File: config.mk
export PLATFORM = sky130hd
export DESIGN_NAME = cardif_i2c_ctrl
export DESIGN_NICKNAME = d
export VERILOG_FILES = /design/src/rtl/cardif_pkg.sv /design/src/rtl/cardif_bus_sync.sv /design/src/rtl/cardif_link_fsm.sv /design/src/rtl/cardif_ctrl_reg.sv /design/src/rtl/cardif_i2c_ctrl.sv
export SDC_FILE = /design/constraint.sdc
export NUM_CORES = 1
export LEC_CHECK = 0
export BUFFER_PORTS_ARGS = -buffer_cell sky130_fd_sc_hd__buf_2
export CORE_ASPECT_RATIO = 0.7
export CORE_UTILIZATION = 46
export DETAILED_ROUTE_END_ITERATION = 8
export GPL_TIMING_DRIVEN = 0
export PLACE_DENSITY = 0.78
export SETUP_SLACK_MARGIN = 0.4
export SYNTH_ARGS = -nofsm -noshare
export SYNTH_HDL_FRONTEND = slang
export SYNTH_SLANG_ARGS = --single-unit
export TNS_END_PERCENT = 50
File: constraint.sdc
create_clock -name clk -period 1.8 [get_ports clk]
set_clock_uncertainty 0.05 [all_clocks]
set_input_delay 0.36 -clock clk [delete_from_list [all_inputs] [get_ports clk]]
set_output_delay 0.36 -clock clk [all_outputs]
set_load 0.01 [all_outputs]
File: src/rtl/cardif_pkg.sv
package cardif_pkg;
    typedef enum logic [2:0] {
        ST_IDLE,
        ST_ADDR,
        ST_AACK,
        ST_WR,
        ST_WACK,
        ST_RD,
        ST_RACK
    } link_state_e;

    localparam int ADDR_BITS = 7;
    localparam logic [3:0] ADDR_FIXED = 4'b0100;
endpackage

File: src/rtl/cardif_bus_sync.sv
module cardif_bus_sync #(
    parameter int STAGES = 2
) (
    input  logic clk,
    input  logic rst_n,
    input  logic scl_i,
    input  logic sda_i,
    output logic scl_s,
    output logic sda_s,
    output logic scl_rise,
    output logic scl_fall,
    output logic start_det,
    output logic stop_det
);
    typedef struct packed {
        logic [STAGES-1:0] scl_pipe;
        logic [STAGES-1:0] sda_pipe;
        logic              scl_prev;
        logic              sda_prev;
    } sync_t;

    sync_t d, q;

    always_comb begin
        d          = q;
        d.scl_pipe = {q.scl_pipe[STAGES-2:0], scl_i};
        d.sda_pipe = {q.sda_pipe[STAGES-2:0], sda_i};
        d.scl_prev = q.scl_pipe[STAGES-1];
        d.sda_prev = q.sda_pipe[STAGES-1];
    end

    always_ff @(posedge clk or negedge rst_n) begin
        if (!rst_n) q <= '1;
        else        q <= d;
    end

    assign scl_s     = q.scl_pipe[STAGES-1];
    assign sda_s     = q.sda_pipe[STAGES-1];
    assign scl_rise  = scl_s & ~q.scl_prev;
    assign scl_fall  = ~scl_s & q.scl_prev;
    assign start_det = scl_s & q.scl_prev & q.sda_prev & ~sda_s;
    assign stop_det  = scl_s & q.scl_prev & ~q.sda_prev & sda_s;
endmodule

File: src/rtl/cardif_link_fsm.sv
module cardif_link_fsm
    import cardif_pkg::*;
#(
    parameter int W     = 8,
    parameter int SEL_W = 3
) (
    input  logic             clk,
    input  logic             rst_n,
    input  logic             sda_s,
    input  logic             scl_rise,
    input  logic             scl_fall,
    input  logic             start_det,
    input  logic             stop_det,
    input  logic [SEL_W-1:0] addr_sel,
    input  logic [W-1:0]     rd_data,
    output logic             wr_stb,
    output logic [W-1:0]     wr_data,
    output logic             sda_oe
);
    localparam int CNT_W = $clog2(W + 1);
    localparam logic [CNT_W-1:0] LAST = CNT_W'(W);

    typedef struct packed {
        link_state_e     st;
        logic [CNT_W-1:0] cnt;
        logic [W-1:0]    sh;
        logic            rw;
        logic            nack;
        logic            oe;
        logic            stb;
    } link_t;

    link_t d, q;
    logic [ADDR_BITS-1:0] my_addr;

    assign my_addr = {ADDR_FIXED, addr_sel};

    always_comb begin
        d     = q;
        d.stb = 1'b0;
        if (stop_det) begin
            d.st = ST_IDLE;
            d.oe = 1'b0;
        end else if (start_det) begin
            d.st  = ST_ADDR;
            d.cnt = '0;
            d.oe  = 1'b0;
        end else begin
            unique case (q.st)
                ST_ADDR: begin
                    if (scl_rise) begin
                        d.sh  = {q.sh[W-2:0], sda_s};
                        d.cnt = q.cnt + 1'b1;
                    end else if (scl_fall && q.cnt == LAST) begin
                        if (q.sh[ADDR_BITS:1] == my_addr) begin
                            d.st = ST_AACK;
                            d.oe = 1'b1;
                            d.rw = q.sh[0];
                        end else begin
                            d.st = ST_IDLE;
                        end
                    end
                end
                ST_AACK: begin
                    if (scl_fall) begin
                        d.cnt = '0;
                        if (q.rw) begin
                            d.st = ST_RD;
                            d.sh = rd_data;
                            d.oe = ~rd_data[W-1];
                        end else begin
                            d.st = ST_WR;
                            d.oe = 1'b0;
                        end
                    end
                end
                ST_WR: begin
                    if (scl_rise) begin
                        d.sh  = {q.sh[W-2:0], sda_s};
                        d.cnt = q.cnt + 1'b1;
                    end else if (scl_fall && q.cnt == LAST) begin
                        d.stb = 1'b1;
                        d.st  = ST_WACK;
                        d.oe  = 1'b1;
                    end
                end
                ST_WACK: begin
                    if (scl_fall) begin
                        d.st  = ST_WR;
                        d.oe  = 1'b0;
                        d.cnt = '0;
                    end
                end
                ST_RD: begin
                    if (scl_rise) begin
                        d.cnt = q.cnt + 1'b1;
                    end else if (scl_fall) begin
                        if (q.cnt == LAST) begin
                            d.st = ST_RACK;
                            d.oe = 1'b0;
                        end else begin
                            d.sh = {q.sh[W-2:0], 1'b0};
                            d.oe = ~q.sh[W-2];
                        end
                    end
                end
                ST_RACK: begin
                    if (scl_rise) begin
                        d.nack = sda_s;
                    end else if (scl_fall) begin
                        if (!q.nack) begin
                            d.st  = ST_RD;
                            d.sh  = rd_data;
                            d.oe  = ~rd_data[W-1];
                            d.cnt = '0;
                        end else begin
                            d.st = ST_IDLE;
                        end
                    end
                end
                default: d.oe = 1'b0;
            endcase
        end
    end

    always_ff @(posedge clk or negedge rst_n) begin
        if (!rst_n) begin
            q      <= '0;
            q.st   <= ST_IDLE;
        end else begin
            q <= d;
        end
    end

    assign wr_stb  = q.stb;
    assign wr_data = q.sh;
    assign sda_oe  = q.oe;
endmodule

File: src/rtl/cardif_ctrl_reg.sv
module cardif_ctrl_reg #(
    parameter int W       = 8,
    parameter int CLR_BIT = 1
) (
    input  logic         clk,
    input  logic         rst_n,
    input  logic         wr_stb,
    input  logic [W-1:0] wr_data,
    input  logic         hw_clr,
    output logic [W-1:0] value
);
    logic [W-1:0] value_d, value_q;

    always_comb begin
        value_d = value_q;
        if (wr_stb) value_d = wr_data;
        if (hw_clr) value_d[CLR_BIT] = 1'b0;
    end

    always_ff @(posedge clk or negedge rst_n) begin
        if (!rst_n) value_q <= '0;
        else        value_q <= value_d;
    end

    assign value = value_q;
endmodule

File: src/rtl/cardif_i2c_ctrl.sv
module cardif_i2c_ctrl #(
    parameter int W          = 8,
    parameter int SEL_W      = 3,
    parameter int SYNC_DEPTH = 2,
    parameter int WARM_BIT   = 1
) (
    input  logic             clk,
    input  logic             rst_n,
    input  logic             scl_i,
    input  logic             sda_i,
    output logic             sda_oe_o,
    input  logic [SEL_W-1:0] addr_sel_i,
    input  logic             hw_clr_i,
    output logic [W-1:0]     ctrl_o
);
    logic scl_s, sda_s, scl_rise, scl_fall, start_det, stop_det;
    logic wr_stb;
    logic [W-1:0] wr_data;

    cardif_bus_sync #(.STAGES(SYNC_DEPTH)) u_sync (
        .clk       (clk),
        .rst_n     (rst_n),
        .scl_i     (scl_i),
        .sda_i     (sda_i),
        .scl_s     (scl_s),
        .sda_s     (sda_s),
        .scl_rise  (scl_rise),
        .scl_fall  (scl_fall),
        .start_det (start_det),
        .stop_det  (stop_det)
    );

    cardif_link_fsm #(.W(W), .SEL_W(SEL_W)) u_fsm (
        .clk       (clk),
        .rst_n     (rst_n),
        .sda_s     (sda_s),
        .scl_rise  (scl_rise),
        .scl_fall  (scl_fall),
        .start_det (start_det),
        .stop_det  (stop_det),
        .addr_sel  (addr_sel_i),
        .rd_data   (ctrl_o),
        .wr_stb    (wr_stb),
        .wr_data   (wr_data),
        .sda_oe    (sda_oe_o)
    );

    cardif_ctrl_reg #(.W(W), .CLR_BIT(WARM_BIT)) u_reg (
        .clk     (clk),
        .rst_n   (rst_n),
        .wr_stb  (wr_stb),
        .wr_data (wr_data),
        .hw_clr  (hw_clr_i),
        .value   (ctrl_o)
    );
endmodule

==> results of run 1 <==
[per-layer routing]
layer	part of all wire	track usage	vias up
li1	-	-	697
met1	0.47	0.294	723
met2	0.42	0.292	71
met3	0.093	0.0650	11
met4	0.015	0.0801	0
met5	0	0	-
[cell usage after synthesis (4+ instances only)]
cell type	number
sky130_fd_sc_hd__a21oi_1	10
sky130_fd_sc_hd__a22o_1	7
sky130_fd_sc_hd__and3_1	4
sky130_fd_sc_hd__dfrtp_1	27
sky130_fd_sc_hd__dfstp_2	6
sky130_fd_sc_hd__inv_1	5
sky130_fd_sc_hd__mux2_2	20
sky130_fd_sc_hd__nand2_1	11
sky130_fd_sc_hd__nand3_1	4
sky130_fd_sc_hd__nor2_1	12
sky130_fd_sc_hd__nor2b_1	4
sky130_fd_sc_hd__o21ai_0	11
[state kept, by name, summed over array words and instances, names as in the netlist]
name and count:
u_sync.q 2, u_fsm.wr_stb 1, u_fsm.q 9, u_fsm.sda_oe 1
u_sync.sda_s 1, u_fsm.wr_data 8, u_sync.d 2, u_sync.scl_s 1
u_reg.value 8
[final timing paths]
kind | start | end | depth (start not counted)
max | u_sync.q[1] | u_fsm.wr_data[5] | 7
min | rst_n | u_fsm.wr_data[1] | 1
max reg2reg | u_sync.q[1] | u_fsm.wr_data[5] | 7
min reg2reg | u_sync.d[5] | u_sync.scl_s | 0
max in group asynchronous | rst_n | u_fsm.q[17] | 1
min in group clk | sda_i | u_sync.d[3] | 1
[cell type report]
cell class	instances	area (sq um)	share of cell area
plain buffers	8	60.1	0.0259
clock buffers	6	72.6	0.0313
clock inverters	2	35.0	0.0151
inverters	5	18.8	0.00810
multi-input cells	124	1030	0.446
flip-flops and latches	33	833	0.360
well taps	50	62.6	0.0270
repair buffers	30	200	0.0864
[repair_timing]
item                       CTS  global route
hold endpoints to repair     0             0
resized for setup           29            14
gates cloned                 0             0
buffers inserted            10             4
hold buffers                 0             0
pin swaps                   10             5
setup endpoints to repair   18            19
[power by group]
| group | leakage, uW | total (uW) | internal (uW) | switching [uW] |
|---|---|---|---|---|
| Combinational | 0.000600 | 637 | 276 | 360 |
| Sequential | 0.000436 | 860 | 806 | 53.6 |
| Clock | 0.0000552 | 682 | 410 | 271 |
| Total | 0.00109 | 2180 | 1490 | 685 |
[cells by family (layout without fill, tap and decap cells)]
family,count (synthesis),after routing,synth area share
XOR/XNOR,4,4,0.0195
buffers and inverters,13,51,0.0334
flip-flops,33,33,0.464
AO/OA/AOI/OAI,44,44,0.176
multiplexers,22,22,0.137
adder cells (fa/ha/maj),2,2,0.0139
AND/OR/NAND/NOR,52,52,0.157
[worst reg2reg max path: cells and delay by family, from the launching register on]
kind,cells,cell delay (ns)
simple gates,2,0.23
compound gates,2,0.48
mux,1,0.29
flops,1,0.52
buf+inv,2,0.26
[metrics by stage]
step	setup WS [ns]	instances
floorplan	-0.147	170
global placement	-0.363	236
detailed placement	-0.362	236
CTS	-0.130	254
global route	-0.226	258
finish	-0.153	258
==> results.cfg, run 1 <==
[cells_and_area]
layout.cells.most_common = sky130_fd_sc_hd__dfrtp_1
share_of_post_route_cells_with_drive_strength_above_1 = 0.452
final_cell_mix = sky130_fd_sc_hd__dfrtp_1 (27), sky130_fd_sc_hd__buf_2 (17), sky130_fd_sc_hd__buf_4 (12), sky130_fd_sc_hd__mux2_2 (12), sky130_fd_sc_hd__nor2_1 (10)
final_cell_area_sq_mm = 0.00232
final_util = 0.639
synthToLayoutAreaGrowth_pct = 29.0
num_antenna_cells = 0
fin_nets = 217
fillCellCount = 300

[clock_tree]
clockBufferDepth = 2
h-tree-depth = 2
clkLatencyLatePin_ns = 0.29
number_of_buffers_created_by_cts = 5
worst_setup_hold_path_clk_slew_ns = 0.07
cts_tree = built
cts_num_sinks = 33
cts_root_buffer = sky130_fd_sc_hd__clkbuf_8

[global_routing]
vias_in_the_first_global_route = 1290
grt_first_pass_wirelength_um = 6370
gr-total-overflow = 0
pin_count_of_the_biggest_net_entering_global_routing = 34
grt_antenna_before_repair = 0
globalRouteTotalUtil = 0.206

[route]
total_via_count_after_detailed_routing = 1502
initialDrtViolationCount = 171
routed_vias_inst = 5.82
remaining_drc_errors = 0
avgRoutedWirePerCell_um = 15.9
drt_wl_total_um = 4100
firstDrtPassIters = 4
ant_nets = 0

[sta]
grt_setup_unrepaired = true
final-setup-viol-count = 10
fin_tns_setup_ns = -1.17
post_route_fraction_of_the_period_consumed_by_the_critical_path = 1.08
worst_case_setup_margin_in_the_final_layout_ns = -0.153
maxSlewViolCount = 0
hold_ws_ns = 0.0755
timing.slew.headroom = 0.518
fmax_ghz = 0.512
worst_tran_pin_value_ns = 0.724
timing_hold_violations_final = 0
layout_min_cycle_time_ns = 1.95

[setup_path]
critical-path-slowest-cell = sky130_fd_sc_hd__dfstp_2
critical_path_peak_fanout = 4
cp_cell_sequence = buf_6 > nor2b_4 > nand2_2 > o221a_4 > a221oi_4 > buf_6 > mux2_4
slowest_cell_delay_on_critical_path_ns = 0.52
rrSetupSlack_ns = -0.15
worst_path_most_repeated_cell = sky130_fd_sc_hd__buf_6
path_class = flip-flop to flip-flop
critical_path.startpoint_type = flip-flop
critical_path_arrival_ns = 2.07
worst-path-buf-inv = 2
timing.critical_path.max_delay_family = flip-flops
worst_ep_required_time_ns = 1.92
setup.worst_path.end_class = flip-flop

[placement]
detailedPlacementHpwl_um = 2620
dpl_cell_area_sq_mm = 0.00196
numPortBuffers = 16
place.gp.congestion = 0.973

[synth]
post_synth_edffs = 0
synthArstFlopShare = 1.00
synthCells = 170
avgSynthCellArea_sq_um = 10.6
synth-seq-area-share = 0.464
synth_top_cell_area_share = 0.376
syn-cell-area_sq_mm = 0.00180
mappedNetlistNets = 180
main_flop_type_after_synthesis = sky130_fd_sc_hd__dfrtp_1
synth_top_cells_by_area = sky130_fd_sc_hd__dfrtp_1 (38%), sky130_fd_sc_hd__mux2_2 (13%), sky130_fd_sc_hd__dfstp_2 (8.8%)
post_synth_num_cell_types = 43
synth_top_area_cell = sky130_fd_sc_hd__dfrtp_1
synthesized_flop_and_latch_total = 33
yosys_warnings = 0

[power]
p_leak_uw = 0.00109
power_density_mw_per_mm2 = 940
power.total_uw = 2180
ir_worst_vdd_uv = 572

[die]
die_width_um = 76.7
die_y_um = 54.3
die_area_sq_mm = 0.00416
coreArea_sq_mm = 0.00363
floorplan.initialDensity = 0.495
ioPinCount = 17
core.rowCount = 18

[outcome]
failed_checks = setup timing
outcome = finished, violations left

[run]
cap_violations = 0

[worst_hold_path]
min-delay-path-class = input pin to async pin
No activity file was read; power rests on OpenSTA's default activity.
==> run 2: changes to the inputs <==
CAP_MARGIN = 20   (was unset)
RECOVER_POWER = 100   (was unset)
==> results.cfg, run 2 (synthesis gave the netlist of run 1 again) <==
[setup_path]
setup.worst_path.end_class = flip-flop
ff2ff_path_depth = 7
slowest_cell_delay_on_critical_path_ns = 0.52
crit-reg2reg-capture = u_fsm.wr_data[0]
worst_ep_required_time_ns = 1.92
rr_startpoint = u_sync.q[1]
rrSetupSlack_ns = -0.16
critical-path-slowest-cell = sky130_fd_sc_hd__dfstp_2
critical_path_arrival_ns = 2.08
path_class = flip-flop to flip-flop
critical_path.startpoint_type = flip-flop
critical_path_peak_fanout = 4
cp_cell_sequence = buf_6 > nor2b_4 > nand2_2 > o221a_4 > a221oi_4 > buf_6 > mux2_4
worst_path_most_repeated_cell = sky130_fd_sc_hd__buf_6

[route]
total_via_count_after_detailed_routing = 1481
remaining_drc_errors = 0
drt_wl_total_um = 4100
ant_nets = 0
routed_vias_inst = 5.74
firstDrtPassIters = 4
initialDrtViolationCount = 187
avgRoutedWirePerCell_um = 15.9

[power]
ir_worst_vdd_uv = 572
power_density_mw_per_mm2 = 944
p_leak_uw = 0.00105

[sta]
worst_case_setup_margin_in_the_final_layout_ns = -0.158
timing.slew.headroom = 0.457
layout_min_cycle_time_ns = 1.96
final-setup-viol-count = 10
post_route_fraction_of_the_period_consumed_by_the_critical_path = 1.09
timing_hold_violations_final = 0
worst_tran_pin_value_ns = 0.814
grt_setup_unrepaired = true
maxSlewViolCount = 0
fmax_ghz = 0.511

[cells_and_area]
largest_reg_flops = 9
fillCellCount = 305
num_antenna_cells = 0
multi_input_area_sq_mm = 0.00103
layout.cells.most_common = sky130_fd_sc_hd__dfrtp_1
final_cell_mix = sky130_fd_sc_hd__dfrtp_1 (27), sky130_fd_sc_hd__buf_4 (12), sky130_fd_sc_hd__mux2_2 (12)
layout.area.seq_sq_um = 833
max_flop_register = u_fsm.q
non_filler_cells_final = 258
fin_nets = 217
share_of_post_route_cells_with_drive_strength_above_1 = 0.404
synthToLayoutAreaGrowth_pct = 28.3

[clock_tree]
cts_num_sinks = 33
worst_setup_hold_path_clk_slew_ns = 0.07
number_of_buffers_created_by_cts = 5
clkLatencyLatePin_ns = 0.29
clockBufferDepth = 2
cts_tree = built
h-tree-depth = 2
cts_root_buffer = sky130_fd_sc_hd__clkbuf_8

[die]
core.rowCount = 18
die_area_sq_mm = 0.00416
ioPinCount = 17
floorplan.initialDensity = 0.495
die_y_um = 54.3
coreArea_sq_mm = 0.00363
die_width_um = 76.7

[placement]
numPortBuffers = 16
detailedPlacementHpwl_um = 2620
place_worst_setup_slack_ns = -0.362
post-place-cells = 236
place.gp.congestion = 0.973

[outcome]
failed_checks = setup timing
outcome = finished, violations left

[global_routing]
vias_in_the_first_global_route = 1290
grt_antenna_before_repair = 0
pin_count_of_the_biggest_net_entering_global_routing = 34
gr-total-overflow = 0
globalRouteTotalUtil = 0.206
grt_first_pass_wirelength_um = 6370

[worst_hold_path]
min-delay-path-class = input pin to async pin

[run]
cap_violations = 0
[run 2: changes by cell type in the layout (fill, tap and decap cells not counted), sizes merged]
cell / delta
buf: -10
clkbuf: +10
[run 2: what timing repair did]
item	4_1_cts	5_1_grt
buffers inserted	10	4
pin swaps	10	5
setup endpoints to repair	18	19
gates resized for setup	29	14
hold buffers	0	0
[run 2: worst max path at each step]
stage / startpoint / to / slack (ns)
floorplan: u_sync.q[1] / u_fsm.wr_data[0] / -0.15
global placement: u_sync.scl_s / u_fsm.wr_data[2] / -0.36
detailed placement: u_sync.scl_s / u_fsm.wr_data[3] / -0.36
CTS: u_sync.q[1] / u_fsm.wr_data[0] / -0.13
global route: u_sync.q[1] / u_fsm.wr_data[7] / -0.23
finish: u_sync.q[1] / u_fsm.wr_data[0] / -0.16
[run 2: stage by stage]
stage	hold slack [ns]	power [uW]	instance area, sq um	TNS (ns)	util
finish	0.105	2170	2300	-1.24	0.635
global placement	0.296	1330	1960	-3.46	0.541
floorplan	0.0144	1210	1820	-1.13	-
detailed placement	0.299	1340	1960	-3.45	0.541
CTS	0.101	2120	2240	-0.861	0.617
global route	0.110	2290	2300	-1.98	0.635
[run 2: layout make-up]
class | count | area share
Buffer | 8 | 0.0261
Clock buffer | 6 | 0.0315
Clock inverter | 2 | 0.0152
Inverter | 5 | 0.00815
Multi-Input combinational cell | 124 | 0.448
Sequential cell | 33 | 0.362
Tap cell | 50 | 0.0272
Timing Repair Buffer | 30 | 0.0820
[run 2: layer usage]
metal  track usage  wire length (um)
met1         0.294              1940
met2         0.292              1750
met3        0.0650               359
met4        0.0801                42
met5             0                 0
[run 2: worst max-delay path: cells and delay by family (launching register included)]
family / cells / cell delay (ns)
muxes: 1 / 0.29
AOI/OAI and AO/OA: 2 / 0.48
and+or+nand+nor: 2 / 0.23
DFF: 1 / 0.52
buffers and inverters: 2 / 0.26
[run 2: where the power goes]
group          switching [uW]  total (uW)  leakage (uW)  internal (uW)
sequential               54.5         861      0.000436            806
clock                     270         681     0.0000552            410
combinational             359         633      0.000561            274
total                     683        2170       0.00105           1490
==> run 3: changes to the inputs <==
PLACE_DENSITY = 0.75   (was 0.78)
clock period = 2 ns   (was 1.8 ns; I/O delays follow)
==> results.cfg, run 3 (synthesis gave the netlist of run 1 again) <==
[sta]
final-setup-viol-count = 0
fmax_ghz = 0.509
timing.slew.headroom = 0.513
fin_tns_setup_ns = 0
worst_case_setup_margin_in_the_final_layout_ns = 0.0357
layout_min_cycle_time_ns = 1.96
post_route_fraction_of_the_period_consumed_by_the_critical_path = 0.982
timing_hold_violations_final = 0
grt_setup_unrepaired = true
maxSlewViolCount = 0
worst_tran_pin_value_ns = 0.730

[clock_tree]
worst_setup_hold_path_clk_slew_ns = 0.07
number_of_buffers_created_by_cts = 5
cts_tree = built
h-tree-depth = 2
cts_num_sinks = 33
cts_root_buffer = sky130_fd_sc_hd__clkbuf_8
clockBufferDepth = 2
ctsHoldBuffers = 0
clkLatencyLatePin_ns = 0.29

[route]
drt_wl_total_um = 4600
initialDrtViolationCount = 167
routed_vias_inst = 5.88
avgRoutedWirePerCell_um = 18.0
total_via_count_after_detailed_routing = 1505
remaining_drc_errors = 0
firstDrtPassIters = 4
ant_nets = 0

[power]
pwr-share-comb = 0.300
switching_share = 0.323
power.switching_uw = 640
internal-power_uw = 1340
power_density_mw_per_mm2 = 853
power.share.sequential = 0.388
ir_worst_vdd_uv = 510
clockPowerShare = 0.312
p_leak_uw = 0.00105

[die]
die_y_um = 54.3
ioPinCount = 17
die_width_um = 76.7
floorplan.initialDensity = 0.495
coreArea_sq_mm = 0.00363
core.rowCount = 18
die_area_sq_mm = 0.00416

[setup_path]
slowest_cell_delay_on_critical_path_ns = 0.40
critical_path_peak_fanout = 8
setup.worst_path.end_class = flip-flop
cp_cell_sequence = inv_2 > ha_2 > and3b_2 > o221a_4 > a221oi_4 > buf_12 > mux2_4
setup.worst_path.start = u_fsm.q[13]
critical_path.startpoint_type = flip-flop
rr_startpoint = u_fsm.q[13]
critical-path-slowest-cell = sky130_fd_sc_hd__dfrtp_1
worst_ep_required_time_ns = 2.12
path_class = flip-flop to flip-flop
critical_path_arrival_ns = 2.08

[placement]
post-place-cells = 236
dpl_cell_area_sq_mm = 0.00196
numPortBuffers = 16
place_worst_setup_slack_ns = -0.253
detailedPlacementHpwl_um = 2820
place.gp.congestion = 0.935

[cells_and_area]
final_cell_mix = sky130_fd_sc_hd__dfrtp_1 (26), sky130_fd_sc_hd__clkbuf_1 (12), sky130_fd_sc_hd__mux2_4 (10), sky130_fd_sc_hd__buf_4 (10)
synthToLayoutAreaGrowth_pct = 29.5
final_cell_area_sq_mm = 0.00232
max_flop_register = u_fsm.q
final_util = 0.641
share_of_post_route_cells_with_drive_strength_above_1 = 0.417
fin_nets = 215
largest_reg_flops = 9
num_antenna_cells = 0
layout.cells.most_common = sky130_fd_sc_hd__dfrtp_1
non_filler_cells_final = 256

[run]
cap_violations = 0

[global_routing]
pin_count_of_the_biggest_net_entering_global_routing = 34
grt_antenna_before_repair = 0
globalRouteTotalUtil = 0.219
gr-total-overflow = 0
grt_first_pass_wirelength_um = 6770
vias_in_the_first_global_route = 1387

[worst_hold_path]
min-delay-path-class = input pin to async pin

[outcome]
outcome = finished, final reports clean
## run 3: cell count changes in the layout (fill, tap and decap cells not counted), moves of 2 or more
cell / before / now
sky130_fd_sc_hd__mux2_4: 8 / 10
sky130_fd_sc_hd__mux2_2: 12 / 9
sky130_fd_sc_hd__clkbuf_4: 0 / 2
sky130_fd_sc_hd__buf_4: 12 / 10
sky130_fd_sc_hd__clkbuf_2: 3 / 1
sky130_fd_sc_hd__buf_6: 5 / 2
## run 3: timing repair
item	CTS	global route
cloned	0	0
resized for setup	11	37
pin swaps	2	11
buffers inserted	8	4
endpoints found under the setup margin	17	18
## run 3: path summary, 6_finish.rpt
path	endpoint	slack, ns	cells after the start
min reg2reg	u_sync.scl_s	0.31	0
min in group clk	u_sync.d[3]	0.17	1
max reg2reg	u_fsm.wr_data[0]	0.04	7
max	u_fsm.wr_data[0]	0.04	7
max in group asynchronous	u_fsm.q[18]	1.27	1
min	u_fsm.q[15]	0.12	1
## run 3: layout make-up
| class | instances | area, sq um |
|---|---|---|
| fillers | 288 | 1300 |
| multi-input cells | 124 | 1070 |
| flip-flops and latches | 33 | 835 |
| repair buffers | 28 | 175 |
| clock buffers | 6 | 72.6 |
| well taps | 50 | 62.6 |
| plain buffers | 8 | 58.8 |
| clock inverters | 2 | 35.0 |
| inverters | 5 | 18.8 |
## run 3: metrics by stage
stage                     power, uW  hold WS (ns)
after detailed placement       1210         0.297
final                          1980         0.119
after global placement         1200         0.297
after global routing           2090         0.141
after floorplan                1090        0.0544
after CTS                      1870         0.147
## run 3: critical path, delay by kind of cell (launching register included)
family	cells	cell delay, ns
simple gates	1	0.21
fa+ha+maj	1	0.17
flops	1	0.40
mux	1	0.30
compound gates	2	0.47
buf+inv	2	0.24
## run 3: layer usage
layer | track usage | share of wire | up-vias | routed length [um]
li1 | - | - | 688 | -
met1 | 0.310 | 0.45 | 732 | 2060
met2 | 0.320 | 0.46 | 74 | 2090
met3 | 0.0583 | 0.079 | 11 | 361
met4 | 0.0865 | 0.017 | 0 | 80
met5 | 0 | 0 | - | 0
## run 3: power by group through the flow
stage	clock network (uW)	logic [uW]	registers (uW)
global placement	0	418	779
floorplan	0	312	777
finish	619	595	769
CTS	623	485	763
detailed placement	0	422	786
global route	664	654	772
